===== src/rtl/wdog_pkg.sv =====
package wdog_pkg;
    typedef enum logic [1:0] {
        ST_COUNT   = 2'd0,
        ST_STRETCH = 2'd1,
        ST_HALT    = 2'd2
    } wd_state_e;
endpackage


===== src/rtl/wdog_svc_decode.sv =====
module wdog_svc_decode #(
    parameter int               ADDR_W   = 16,
    parameter logic [ADDR_W-1:0] SVC_ADDR = '1
) (
    input  logic              bus_wr,
    input  logic [ADDR_W-1:0] bus_addr,
    output logic              svc
);
    // Any data value counts; only the address qualifies the write.
    always_comb svc = bus_wr && (bus_addr == SVC_ADDR);
endmodule


===== src/rtl/wdog_timebase.sv =====
module wdog_timebase #(
    parameter int PRE_W     = 12,
    parameter int CNT_W     = 6,
    parameter int LO_KEEP   = 4,
    parameter int SHORT_TAP = 13
) (
    input  logic clk,
    input  logic por_n,
    input  logic clr,
    input  logic svc,
    input  logic stop,
    input  logic rate_long,
    output logic tc
);
    localparam int W = PRE_W + CNT_W;
    localparam logic [W-1:0]         ONE_W  = W'(1);
    localparam logic [LO_KEEP-1:0]   ONE_LO = LO_KEEP'(1);
    localparam logic [W-1:0]         TERM_L = {{(W-LO_KEEP){1'b1}}, {LO_KEEP{1'b0}}};
    localparam logic [SHORT_TAP-1:0] TERM_S = {{(SHORT_TAP-LO_KEEP){1'b1}}, {LO_KEEP{1'b0}}};

    logic [W-1:0] chain;
    logic [W-1:0] nxt;

    always_comb begin
        if (svc && stop) begin
            nxt = '0;
        end else if (svc) begin
            nxt = '0;
            nxt[LO_KEEP-1:0] = chain[LO_KEEP-1:0] + ONE_LO;
        end else if (stop) begin
            nxt = chain;
            nxt[PRE_W-1:0] = '0;
        end else begin
            nxt = chain + ONE_W;
        end
    end

    always_ff @(posedge clk or negedge por_n) begin
        if (!por_n)   chain <= '0;
        else if (clr) chain <= '0;
        else          chain <= nxt;
    end

    always_comb tc = rate_long ? (chain == TERM_L) : (chain[SHORT_TAP-1:0] == TERM_S);

    AST_SVC_CLEARS_UPPER: assert property (@(posedge clk) disable iff (!por_n)
        (svc && !clr) |=> (chain[W-1:LO_KEEP] == '0));
    AST_STOP_CLEARS_PRE: assert property (@(posedge clk) disable iff (!por_n)
        (stop && !clr) |=> (chain[PRE_W-1:0] == '0));
    AST_HOLD_ZERO: assert property (@(posedge clk) disable iff (!por_n)
        clr |=> (chain == '0));
endmodule


===== src/rtl/wdog_stretch_fsm.sv =====
module wdog_stretch_fsm
    import wdog_pkg::*;
#(
    parameter int PULSE_LEN = 32
) (
    input  logic clk,
    input  logic por_n,
    input  logic tc,
    input  logic svc,
    input  logic dis,
    output logic rst_out_n,
    output logic wd_flag,
    output logic chain_clr
);
    localparam int PC_W = (PULSE_LEN > 1) ? $clog2(PULSE_LEN) : 1;
    localparam logic [PC_W-1:0] PC_LAST = PC_W'(PULSE_LEN - 1);
    localparam logic [PC_W-1:0] PC_ONE  = PC_W'(1);

    wd_state_e   state, state_nxt;
    logic [PC_W-1:0] pcnt;
    logic        fire;

    always_comb fire = (state == ST_COUNT) && !dis && tc && !svc;

    always_comb begin
        state_nxt = state;
        unique case (state)
            ST_COUNT:   if (dis) state_nxt = ST_HALT;
                        else if (fire) state_nxt = ST_STRETCH;
            ST_STRETCH: if (pcnt == PC_LAST) state_nxt = ST_COUNT;
            ST_HALT:    if (!dis) state_nxt = ST_COUNT;
            default:    state_nxt = ST_COUNT;
        endcase
    end

    always_ff @(posedge clk or negedge por_n) begin
        if (!por_n) begin
            state   <= ST_COUNT;
            pcnt    <= '0;
            wd_flag <= 1'b0;
        end else begin
            state <= state_nxt;
            if (fire) begin
                pcnt    <= '0;
                wd_flag <= 1'b1;
            end else if (state == ST_STRETCH) begin
                pcnt <= pcnt + PC_ONE;
            end
        end
    end

    always_comb begin
        rst_out_n = (state != ST_STRETCH);
        chain_clr = (state != ST_COUNT) || dis || fire;
    end

    AST_PULSE_LEN: assert property (@(posedge clk) disable iff (!por_n)
        $rose(rst_out_n) |-> ($past(pcnt) == PC_LAST));
    AST_FLAG_STICKY: assert property (@(posedge clk) disable iff (!por_n)
        wd_flag |=> wd_flag);
    AST_LOW_HAS_FLAG: assert property (@(posedge clk) disable iff (!por_n)
        !rst_out_n |-> wd_flag);
    AST_SERVICE_WINS: assert property (@(posedge clk) disable iff (!por_n)
        (state == ST_COUNT && tc && svc) |=> rst_out_n);
    AST_DISABLE_QUIET: assert property (@(posedge clk) disable iff (!por_n)
        (state != ST_STRETCH && dis) |=> rst_out_n);
endmodule


===== src/rtl/cop_watchdog.sv =====
module cop_watchdog #(
    parameter int                PRE_W     = 12,
    parameter int                CNT_W     = 6,
    parameter int                LO_KEEP   = 4,
    parameter int                SHORT_TAP = 13,
    parameter int                PULSE_LEN = 32,
    parameter int                ADDR_W    = 16,
    parameter logic [ADDR_W-1:0] SVC_ADDR  = '1
) (
    input  logic              clk_wd,
    input  logic              por_n,
    input  logic              rate_long,
    input  logic              bus_wr,
    input  logic [ADDR_W-1:0] bus_addr,
    input  logic              stop_pulse,
    input  logic              wd_disable,
    output logic              rst_out_n,
    output logic              wd_flag
);
    logic svc, tc, chain_clr;

    wdog_svc_decode #(.ADDR_W(ADDR_W), .SVC_ADDR(SVC_ADDR)) u_dec (
        .bus_wr(bus_wr), .bus_addr(bus_addr), .svc(svc)
    );

    wdog_timebase #(.PRE_W(PRE_W), .CNT_W(CNT_W), .LO_KEEP(LO_KEEP), .SHORT_TAP(SHORT_TAP)) u_tb (
        .clk(clk_wd), .por_n(por_n), .clr(chain_clr), .svc(svc),
        .stop(stop_pulse), .rate_long(rate_long), .tc(tc)
    );

    wdog_stretch_fsm #(.PULSE_LEN(PULSE_LEN)) u_fsm (
        .clk(clk_wd), .por_n(por_n), .tc(tc), .svc(svc), .dis(wd_disable),
        .rst_out_n(rst_out_n), .wd_flag(wd_flag), .chain_clr(chain_clr)
    );
endmodule


===== config.mk =====
export PLATFORM = sky130hd
export DESIGN_NAME = cop_watchdog
export DESIGN_NICKNAME = d
export VERILOG_FILES = /design/src/rtl/wdog_pkg.sv /design/src/rtl/wdog_svc_decode.sv /design/src/rtl/wdog_timebase.sv /design/src/rtl/wdog_stretch_fsm.sv /design/src/rtl/cop_watchdog.sv
export SDC_FILE = /design/constraint.sdc
export NUM_CORES = 1
export LEC_CHECK = 0
export BUFFER_PORTS_ARGS = -buffer_cell sky130_fd_sc_hd__buf_2
export CAP_MARGIN = 20
export CORE_AREA = 2 2 52 54
export CTS_CLUSTER_SIZE = 40
export DETAILED_ROUTE_END_ITERATION = 7
export DIE_AREA = 0 0 54 56
export GPL_TIMING_DRIVEN = 1
export PLACE_DENSITY = 0.92
export SLEW_MARGIN = 40
export SYNTH_ARGS = -nofsm -noshare
export SYNTH_HDL_FRONTEND = slang
export SYNTH_SLANG_ARGS = --single-unit

===== constraint.sdc =====
create_clock -name clk_wd -period 5.5 [get_ports clk_wd]
set_clock_uncertainty 0.2 [all_clocks]
set_input_delay 0.275 -clock clk_wd [delete_from_list [all_inputs] [get_ports clk_wd]]
set_output_delay 0.275 -clock clk_wd [all_outputs]
set_load 0.005 [all_outputs]

Word-level counts from Yosys, hierarchy flattened
Index checks and enable logic that the tools add are counted.

$add $sub $neg: 3. Reductions and logical operators: 13. Multiplexer cells: 12. Eq/ne operators: 11.

Operators by type and width (count): $mux 18 (4); $add 18x1->18 const B (1); $eq 18x18->1 const B (1); $eq 16x16->1 const B (1); $eq 13x13->1 const B (1); $mux 5 (2); $mux 2 (4); $pmux 2 s3 (1); $add 5x1->5 const B (1); $eq 5x5->1 const B (1); $logic_and 1x1->1 (5); $add 4x1->4 const B (1); $ne 2x1->1 const B (2); $ne 4x1->1 const B (1); $reduce_bool 2->1 (2); $ne 3x2->1 const B (1); $reduce_and 3->1 (1); $eq 2x1->1 const B (1); $eq 2x2->1 const B (1); $logic_not 1->1 (2); $logic_not 2->1 (1); $logic_or 1x1->1 (2); $ne 2x2->1 const B (1); $mux 1 (1).

Bits of input ports: 22. Logic and storage cells: 44. Bits in registers: 26. Output and inout port bits: 2.

Depth between registers and ports, before layout
Gate-level depths: netlist of the first run.

Depth in word-level cells: 7. Depth in mapped cells: 6. Mapped depth without buffers: 6.

By module
Synthesis of the first run repeated with hierarchy kept, for this count alone.

Cells, all modules: 137. Area, all modules: 1340.0 sq um.

Modules (own cells, without submodules): wdog_timebase (area an instance 932.1 sq um, cells an instance 96, instances 1, seq. area each 450.4 sq um); wdog_stretch_fsm (area an instance 364.1 sq um, cells an instance 35, instances 1, seq. area each 200.2 sq um); wdog_svc_decode (area an instance 43.8 sq um, cells an instance 6, instances 1, seq. area each 0.0 sq um).

Worst setup path before layout of the first run
Ideal clock, no wire load.

Kind: flip-flop to flip-flop. From: reg u_tb.chain[0]. To: reg u_fsm.state[0]. Data required time: 5222 ps. Path buffers: 0. Arrival: 2012 ps. Cell stages (with the launch flop): 7. Slack: 3210 ps. Period minus slack after synthesis: 2290 ps. Library setup time: 78 ps. Cell sequence: dfrtp_1 > inv_1 > ha_1 > or4bb_1 > or4_4 > a211oi_4 > o21bai_1.

Longest elaborated chain between the ends: 6. Elaborated cells on any way between the ends: 7. Those cells by class: 3 x eq/ne; 1 x mux; 3 x reduce/logical.

Ends and longest elaborated chain: from (decl) (line wdog_timebase.sv:21) `logic [W-1:0] chain;`; from (signal assigned) (line wdog_timebase.sv:41) `else chain <= nxt;`; $eq 18x18->1 or $eq 13x13->1 (tied branches) (line wdog_timebase.sv:44) `always_comb tc = rate_long ? (chain == TERM_L) : (chain[SHORT_TAP-1:0] == TERM_S);`; $mux 1 * (line wdog_timebase.sv:44); $logic_and 1x1->1 * (2 in series) (line wdog_stretch_fsm.sv:23) `always_comb fire = (state == ST_COUNT) && !dis && tc && !svc;`; $ne 3x2->1 (no line) *; $reduce_and 3->1 (no line) *; to (signal assigned) (line wdog_stretch_fsm.sv:42) `state <= state_nxt;`; to (decl) (line wdog_stretch_fsm.sv:19) `wd_state_e state, state_nxt;`.

Mark *: on every way between the ends. The rest lies on a longest branch, timed or not. A chain may end at the register's enable or synchronous reset.

Worst setup path in the final report of the first run
From: in wd_disable. To: reg u_fsm.wd_flag.

Longest elaborated chain between the ends: 4.

Ends and longest elaborated chain: from (decl) (line cop_watchdog.sv:16) `input logic wd_disable,`; $logic_not 1->1 (line wdog_stretch_fsm.sv:23); $logic_and 1x1->1 (3 in series) (line wdog_stretch_fsm.sv:23); to (signal assigned) (line wdog_stretch_fsm.sv:40) `wd_flag <= 1'b0;`; to (signal assigned) (line wdog_stretch_fsm.sv:45) `wd_flag <= 1'b1;`; to (decl) (line wdog_stretch_fsm.sv:12) `output logic wd_flag,`.

No other way between the ends.

==> load_flow_metrics.sql, run 1 <==
INSERT INTO impl_metrics (metric_group, metric, value, unit) VALUES
('outcome', 'run_status', 'finished, final reports clean', ''),
('floorplan', 'design.portCount', '24', ''),
('worst_setup_path', 'cp.arrival', '2610', 'ps'),
('placement', 'placed_cells_incl_taps', '185', ''),
('global_route', 'groute.usage.overall', '21.7', '%'),
('clock_tree', 'clk_pin_slew_worst_paths', '140', 'ps'),
('sta', 'number_of_slew_limit_violations_in_the_final_report', '0', ''),
('synth', 'post_synth_fa_ha_maj_area_fraction', '3.55', '%'),
('worst_setup_path', 'crit-reg2reg-launch', 'u_tb.chain[0]$_DFF_PN0_', ''),
('synth', 'dominantRegCellSynth', 'sky130_fd_sc_hd__dfrtp_1', ''),
('pwr', 'leakage', '0.660', 'nW'),
('worst_setup_path', 'critical_path_depth', '6', ''),
('route', 'finalWirelength', '2990', 'um'),
('pwr', 'power.ir.vdd_worst', '0.000242', 'V'),
('worst_setup_path', 'worst-endpoint-required', '5570', 'ps'),
('worst_setup_path', 'startpoint', 'wd_disable', ''),
('synth', 'synthArstFlopShare', '100', '%'),
('synth', 'synth_simple_gate_area_share', '28.9', '%'),
('layout', 'layout-drive-gt1-share', '21.1', '%'),
('worst_setup_path', 'dominant_delay_contributor_by_cell_family_on_the_critical_path', 'simple AND/OR/NAND/NOR gates', ''),
('layout', 'fill_cells', '196', ''),
('clock_tree', 'clock_sinks', '26', ''),
('synth', 'synthDominantAreaCellType', 'sky130_fd_sc_hd__dfrtp_1', ''),
('layout', 'insertedDiodeCount', '0', ''),
('synth', 'synth.top_cells.by_count', '26 x sky130_fd_sc_hd__dfrtp_1, 12 x sky130_fd_sc_hd__nor3_1, 10 x sky130_fd_sc_hd__xor2_1', ''),
('floorplan', 'initial_utilization', '57.9', '%'),
('worst_setup_path', 'worstPathBufferInverterCount', '2', ''),
('route', 'post_drt_wl_per_cell', '15.6', 'um'),
('synth', 'ys_ff_latch', '26', ''),
('clock_tree', 'cts_made_buffers', '3', ''),
('clock_tree', 'maximum_level_of_the_cts_h_tree', '1', ''),
('global_route', 'globalRouteOverflowTotal', '0', ''),
('route', 'detailedRoute.firstPassIterationCount', '4', ''),
('sta', 'timing.fmax', '0.394', 'GHz'),
('synth', 'post_synth_instance_area', '1410', 'um^2'),
('sta', 'layout_worst_path_cycle_share', '46.2', '%'),
('sta', 'finalHoldViolCount', '0', ''),
('layout', 'syn_to_final_growth', '13.9', '%'),
('clock_tree', 'cts-resized-gates', '0', ''),
('route', 'detail_route.drc_violations', '0', ''),
('placement', 'place.detailed.hpwl', '2160', 'um'),
('synth', 'post_synth_cell_types', '38', ''),
('sta', 'setup_viol_count_final', '0', ''),
('synth', 'fraction_of_synthesized_cell_area_taken_by_the_top_area_cell_type', '46.2', '%'),
('route', 'route.vias.total', '1150', ''),
('sta', 'fin_setup_tns', '0', 'ps'),
('sta', 'tightestPinTransition', '585', 'ps'),
('job', 'maxCapViolations', '0', ''),
('pwr', 'pwr-share-seq', '60.3', '%'),
('placement', 'place_congestion', '0.892', ''),
('floorplan', 'rows', '18', ''),
('worst_setup_path', 'critical_path.endpoint', 'u_fsm.wd_flag$_DFFE_PN0P_', ''),
('worst_setup_path', 'worstPathCellList', 'dlygate4sd3_1 > buf_2 > or3_1 > or4_4 > a211oi_4 > or2_1', ''),
('sta', 'max_slew_margin', '61.0', '%'),
('synth', 'yosys.cell_count.top_type', 'sky130_fd_sc_hd__dfrtp_1', ''),
('worst_setup_path', 'slowest_delay', '630', 'ps'),
('global_route', 'maximum_number_of_pins_on_one_net_before_global_route_repair', '27', ''),
('pwr', 'power_frac_comb', '13.7', '%'),
('pwr', 'cell_internal_pwr', '276', 'uW'),
('route', 'detailedRoute.firstIterationViolations', '34', ''),
('synth', 'netlist_top_cells_area', 'sky130_fd_sc_hd__dfrtp_1 46%, sky130_fd_sc_hd__xor2_1 6.2%, sky130_fd_sc_hd__nor3_1 4.3%', ''),
('worst_setup_path', 'timing.reg2reg.worst_path_depth', '6', ''),
('worst_setup_path', 'regToRegEndpoint', 'u_fsm.wd_flag$_DFFE_PN0P_', ''),
('sta', 'whs', '134', 'ps'),
('route', 'route.antenna.remaining_nets', '0', ''),
('clock_tree', 'clockBufferDepth', '2', ''),
('route', 'routed_via_density', '6.02', ''),
('layout', 'multiInputGateArea', '727', 'um^2'),
('synth', 'synthesis.instances', '135', ''),
('clock_tree', 'cts_tree', 'yes', ''),
('hold_path', 'min-delay-path-class', 'in2reg', '');
## worst min-delay path by stage
stage / startpoint / end / slack, ps / cells past startpoint
3_5_place_dp: por_n / u_tb.chain[15]$_DFFE_PN0P_ / 100 / 1
2_1_floorplan: por_n / u_fsm.pcnt[0]$_DFFE_PN0P_ / -220 / 0
4_1_cts: stop_pulse / u_tb.chain[3]$_DFF_PN0_ / 130 / 3
6_report: stop_pulse / u_tb.chain[1]$_DFF_PN0_ / 130 / 3
5_1_grt: stop_pulse / u_tb.chain[3]$_DFF_PN0_ / 180 / 3
3_3_place_gp: por_n / u_tb.chain[16]$_DFFE_PN0P_ / 90 / 1
## metrics by stage
stage	utilization, %	instance area (um^2)	worst slack (ps)	power (mW)
2_1_floorplan	-	1410	3210	0.257
3_3_place_gp	63.4	1540	3110	0.272
3_5_place_dp	63.4	1540	3010	0.278
4_1_cts	65.7	1600	2970	0.380
5_1_grt	66.0	1610	2850	0.396
6_report	66.0	1610	2960	0.377
## kinds of logic after synthesis
group,count (synthesis)
muxes,2
DFF,26
xor gates and xnor gates,15
and+or+nand+nor,67
adders and majority gates,4
AOI/OAI and AO/OA,13
buffers and inverters,8
## layout by cell type (no fill, tap or decap), types with 2 or more instances in the layout
cell / netlist / routed
sky130_fd_sc_hd__clkbuf_4: 0 / 3
sky130_fd_sc_hd__or4_1: 2 / 2
sky130_fd_sc_hd__xnor2_1: 5 / 5
sky130_fd_sc_hd__buf_2: 0 / 23
sky130_fd_sc_hd__or3_1: 4 / 4
sky130_fd_sc_hd__xor2_1: 10 / 10
sky130_fd_sc_hd__or2_1: 2 / 2
sky130_fd_sc_hd__o31ai_1: 2 / 2
sky130_fd_sc_hd__dfrtp_1: 26 / 26
sky130_fd_sc_hd__nor2_1: 8 / 8
sky130_fd_sc_hd__ha_1: 4 / 4
sky130_fd_sc_hd__nand3_1: 7 / 7
sky130_fd_sc_hd__nand2_1: 8 / 8
sky130_fd_sc_hd__nand4_1: 8 / 8
sky130_fd_sc_hd__o21ai_0: 2 / 2
sky130_fd_sc_hd__and4_1: 2 / 2
sky130_fd_sc_hd__nor3_1: 12 / 12
sky130_fd_sc_hd__dlygate4sd3_1: 0 / 2
sky130_fd_sc_hd__mux2i_1: 2 / 2
sky130_fd_sc_hd__a211oi_1: 4 / 4
sky130_fd_sc_hd__inv_1: 5 / 5
## layer usage
layer	part of all wire (%)	vias to the layer above	global-route usage (%)
met5	0	-	0
met4	2.0	0	11.1
met3	3.1	7	1.88
met2	55	31	38.3
met1	40	566	24.9
li1	-	546	-
## flip-flops by register name, summed over array words and instances (netlist names)
signal,cells
u_fsm.pcnt,5
u_fsm.state,2
u_fsm.wd_flag,1
u_tb.chain,18
## power groups by stage
stage	combinational [mW]	sequential (mW)	clock, mW
after floorplan	0.0323	0.225	0
after global placement	0.0458	0.227	0
after detailed placement	0.0495	0.228	0
after CTS	0.0531	0.227	0.0995
after global routing	0.0616	0.228	0.106
final	0.0518	0.227	0.0982
## worst reg2reg max path: cells and delay by family (launching register included)
family / cells / cell delay [ps]
buf+inv: 1 / 80
compound gates: 1 / 390
simple gates: 3 / 1230
fa+ha+maj: 1 / 130
flops: 1 / 450
## cell type report
cell class | count | share of cell area (%)
multi-input cells | 101 | 45.3
flip-flops and latches | 26 | 40.5
repair buffers | 25 | 8.42
well taps | 30 | 2.34
clock buffers | 4 | 2.26
inverters | 5 | 1.17
## timing repair
action,in CTS,in global routing
setup endpoints to repair,0,0
hold endpoints to repair,27,0
hold buffers,2,0
setup buffers,0,0
Note: power is estimated with default switching activity, not from simulation.
==> run 2, diff against run 1 <==
- CORE_AREA: 2 2 52 54 -> 2 2 54 56
- DIE_AREA: 0 0 54 56 -> 0 0 56 58
- PLACE_DENSITY: 0.92 -> 0.87
- clock period: 5.5 -> 2.55 ns (I/O delays scaled with it)
==> load_flow_metrics.sql, run 2 (synthesis results as in run 1) <==
INSERT INTO impl_metrics (metric_group, metric, value, unit) VALUES
('worst_setup_path', 'timing.reg2reg.worst_path_depth', '7', ''),
('global_route', 'grt_util_met1', '25.0', '%'),
('pwr', 'power_frac_comb', '14.1', '%'),
('layout', 'design_area', '1620', 'um^2'),
('route', 'detailedRoute.firstIterationViolations', '45', ''),
('worst_setup_path', 'worst_setup_path_end_kind', 'register', ''),
('layout', 'layout-drive-gt1-share', '22.0', '%'),
('sta', 'finalHoldViolCount', '0', ''),
('worst_setup_path', 'critical_path.max_fanout', '6', ''),
('sta', 'period_needed', '2500', 'ps'),
('floorplan', 'die_width', '56', 'um'),
('clock_tree', 'cts-resized-gates', '0', ''),
('global_route', 'globalRouteOverflowTotal', '0', ''),
('job', 'maxCapViolations', '0', ''),
('pwr', 'power.switching', '212', 'uW'),
('global_route', 'vias_in_the_first_global_route', '1211', ''),
('route', 'routed_via_density', '6.13', ''),
('sta', 'number_of_slew_limit_violations_in_the_final_report', '0', ''),
('worst_setup_path', 'regToRegEndpoint', 'u_fsm.state[0]$_DFFE_PN0P_', ''),
('sta', 'setup_viol_count_final', '0', ''),
('floorplan', 'initial_utilization', '52.9', '%'),
('layout', 'stdcell_count', '195', ''),
('global_route', 'groute.usage.overall', '20.8', '%'),
('floorplan', 'die_h', '58', 'um'),
('clock_tree', 'cts_made_buffers', '3', ''),
('outcome', 'run_status', 'finished, final reports clean', ''),
('worst_setup_path', 'cp.arrival', '2550', 'ps'),
('clock_tree', 'clock_sinks', '26', ''),
('clock_tree', 'root_buffer_cell', 'sky130_fd_sc_hd__clkbuf_4', ''),
('global_route', 'grt_util_met2', '38.7', '%'),
('hold_path', 'min-delay-path-class', 'in2reg', ''),
('pwr', 'cell_internal_pwr', '596', 'uW'),
('placement', 'port_buffers', '23', ''),
('clock_tree', 'cts_tree', 'yes', ''),
('global_route', 'initial_antenna_violation_count', '0', ''),
('global_route', 'grt_most_used_layer', 'met2', ''),
('sta', 'layout_worst_path_cycle_share', '98.2', '%'),
('worst_setup_path', 'crit-reg2reg-launch', 'u_tb.chain[0]$_DFF_PN0_', ''),
('layout', 'fin_nets', '191', ''),
('layout', 'reg.largest.list', 'u_tb.chain: 18 flops, u_fsm.pcnt: 5 flops, u_fsm.state: 2 flops', ''),
('sta', 'timing.fmax', '0.399', 'GHz'),
('sta', 'max_slew_margin', '61.7', '%'),
('pwr', 'pwr-share-seq', '60.2', '%'),
('placement', 'placement.cell_area', '1550', 'um^2'),
('placement', 'place.detailed.hpwl', '2390', 'um'),
('global_route', 'wire_length_of_the_first_global_routing_pass', '5340', 'um'),
('pwr', 'sw_ratio', '26.3', '%'),
('route', 'detail_route.drc_violations', '0', ''),
('worst_setup_path', 'worst-endpoint-required', '2600', 'ps'),
('pwr', 'power-per-cell-area', '498', 'nW/um^2'),
('layout', 'largest-register', 'u_tb.chain', ''),
('layout', 'final_core_utilization', '60.9', '%'),
('placement', 'placed_cells_incl_taps', '187', ''),
('layout', 'largest_register_ff_count', '18', ''),
('route', 'detailedRoute.firstPassIterationCount', '4', ''),
('pwr', 'power.ir.vdd_worst', '0.000433', 'V'),
('clock_tree', 'maximum_level_of_the_cts_h_tree', '1', ''),
('pwr', 'leakage', '0.676', 'nW'),
('floorplan', 'core-area', '2660', 'um^2'),
('floorplan', 'rows', '19', ''),
('sta', 'tightestPinTransition', '575', 'ps'),
('route', 'route.vias.total', '1196', ''),
('hold_path', 'hold_path_startpoint', 'stop_pulse', ''),
('layout', 'most_common_cell_after_layout_fill_and_taps_aside', 'sky130_fd_sc_hd__dfrtp_1', ''),
('hold_path', 'whs_path_depth', '3', ''),
('route', 'route.antenna.remaining_nets', '0', ''),
('worst_setup_path', 'startpoint_type', 'register', ''),
('global_route', 'met3_usage', '2.01', '%'),
('route', 'post_drt_wl_per_cell', '16.2', 'um'),
('layout', 'syn_to_final_growth', '15.2', '%'),
('placement', 'place_congestion', '0.857', ''),
('sta', 'rsz_0062_raised_after_global_routing', 'false', ''),
('floorplan', 'design.portCount', '24', ''),
('worst_setup_path', 'startpoint', 'u_tb.chain[0]$_DFF_PN0_', ''),
('sta', 'fin_setup_tns', '0', 'ps'),
('layout', 'most-common-layout-cells', '26 x sky130_fd_sc_hd__dfrtp_1, 23 x sky130_fd_sc_hd__buf_2, 12 x sky130_fd_sc_hd__nor3_1', ''),
('clock_tree', 'clk_pin_slew_worst_paths', '140', 'ps'),
('pwr', 'share_clk_of_total_power', '25.6', '%'),
('floorplan', 'die_area', '3250', 'um^2'),
('route', 'finalWirelength', '3160', 'um'),
('worst_setup_path', 'worst-setup-path-type', 'reg2reg', ''),
('global_route', 'maximum_number_of_pins_on_one_net_before_global_route_repair', '27', ''),
('clock_tree', 'clk-insertion-delay-late', '320', 'ps'),
('hold_path', 'whs_endpoint', 'u_tb.chain[3]$_DFF_PN0_', ''),
('clock_tree', 'clockBufferDepth', '2', ''),
('layout', 'insertedDiodeCount', '0', ''),
('worst_setup_path', 'setup.reg_to_reg.worst_slack', '50', 'ps');
[run 2: final cells by class]
cell class / instances / area (um^2)
Fill cell: 227 / 1040
Multi-Input combinational cell: 101 / 721
Sequential cell: 26 / 651
Timing Repair Buffer: 28 / 158
Tap cell: 31 / 38.8
Clock buffer: 4 / 36.3
Inverter: 5 / 18.8
[run 2: metal layers]
layer  part of all wire, %  wire length [um]
met1                    40              1260
met2                    52              1650
met3                   5.2               166
met4                   2.8                89
met5                     0                 0
[run 2: timing repair]
item	4_1_cts	5_1_grt
setup buffers	0	2
hold buffers	2	0
endpoints found under the hold margin	27	0
setup endpoints to repair	0	10
[run 2: power by group through the flow]
stage	Sequential (mW)	Combinational [mW]	Clock (mW)
after floorplan	0.485	0.0698	0
after global placement	0.491	0.0992	0
after detailed placement	0.492	0.116	0
after CTS	0.487	0.118	0.214
after global routing	0.493	0.131	0.229
final	0.487	0.114	0.207
[run 2: worst max-delay path, cell delays in order (launching register included)]
cell,delay [ps]
sky130_fd_sc_hd__dfrtp_1,440
sky130_fd_sc_hd__inv_1,80
sky130_fd_sc_hd__ha_1,140
sky130_fd_sc_hd__or4bb_1,500
sky130_fd_sc_hd__or4_4,540
sky130_fd_sc_hd__a211oi_4,250
sky130_fd_sc_hd__buf_4,180
sky130_fd_sc_hd__o21bai_1,110
[run 2: worst max-delay path by stage]
stage / to / slack [ps] / cells past startpoint
CTS: u_fsm.state[0]$_DFFE_PN0P_ / 50 / 6
global route: u_fsm.state[0]$_DFFE_PN0P_ / 0.4 / 7
floorplan: u_fsm.state[0]$_DFFE_PN0P_ / 260 / 6
finish: u_fsm.state[0]$_DFFE_PN0P_ / 50 / 7
detailed placement: u_fsm.state[0]$_DFFE_PN0P_ / 70 / 6
global placement: u_fsm.state[0]$_DFFE_PN0P_ / 160 / 6
[run 2: per-stage QoR]
stage / power (mW) / setup slack [ps] / hold slack, ps
floorplan: 0.555 / 260 / -368
CTS: 0.818 / 50.4 / 6.04
finish: 0.808 / 46.1 / 19.1
detailed placement: 0.608 / 73.7 / -42.2
global route: 0.853 / 0.448 / 19.0
global placement: 0.590 / 164 / -54.4
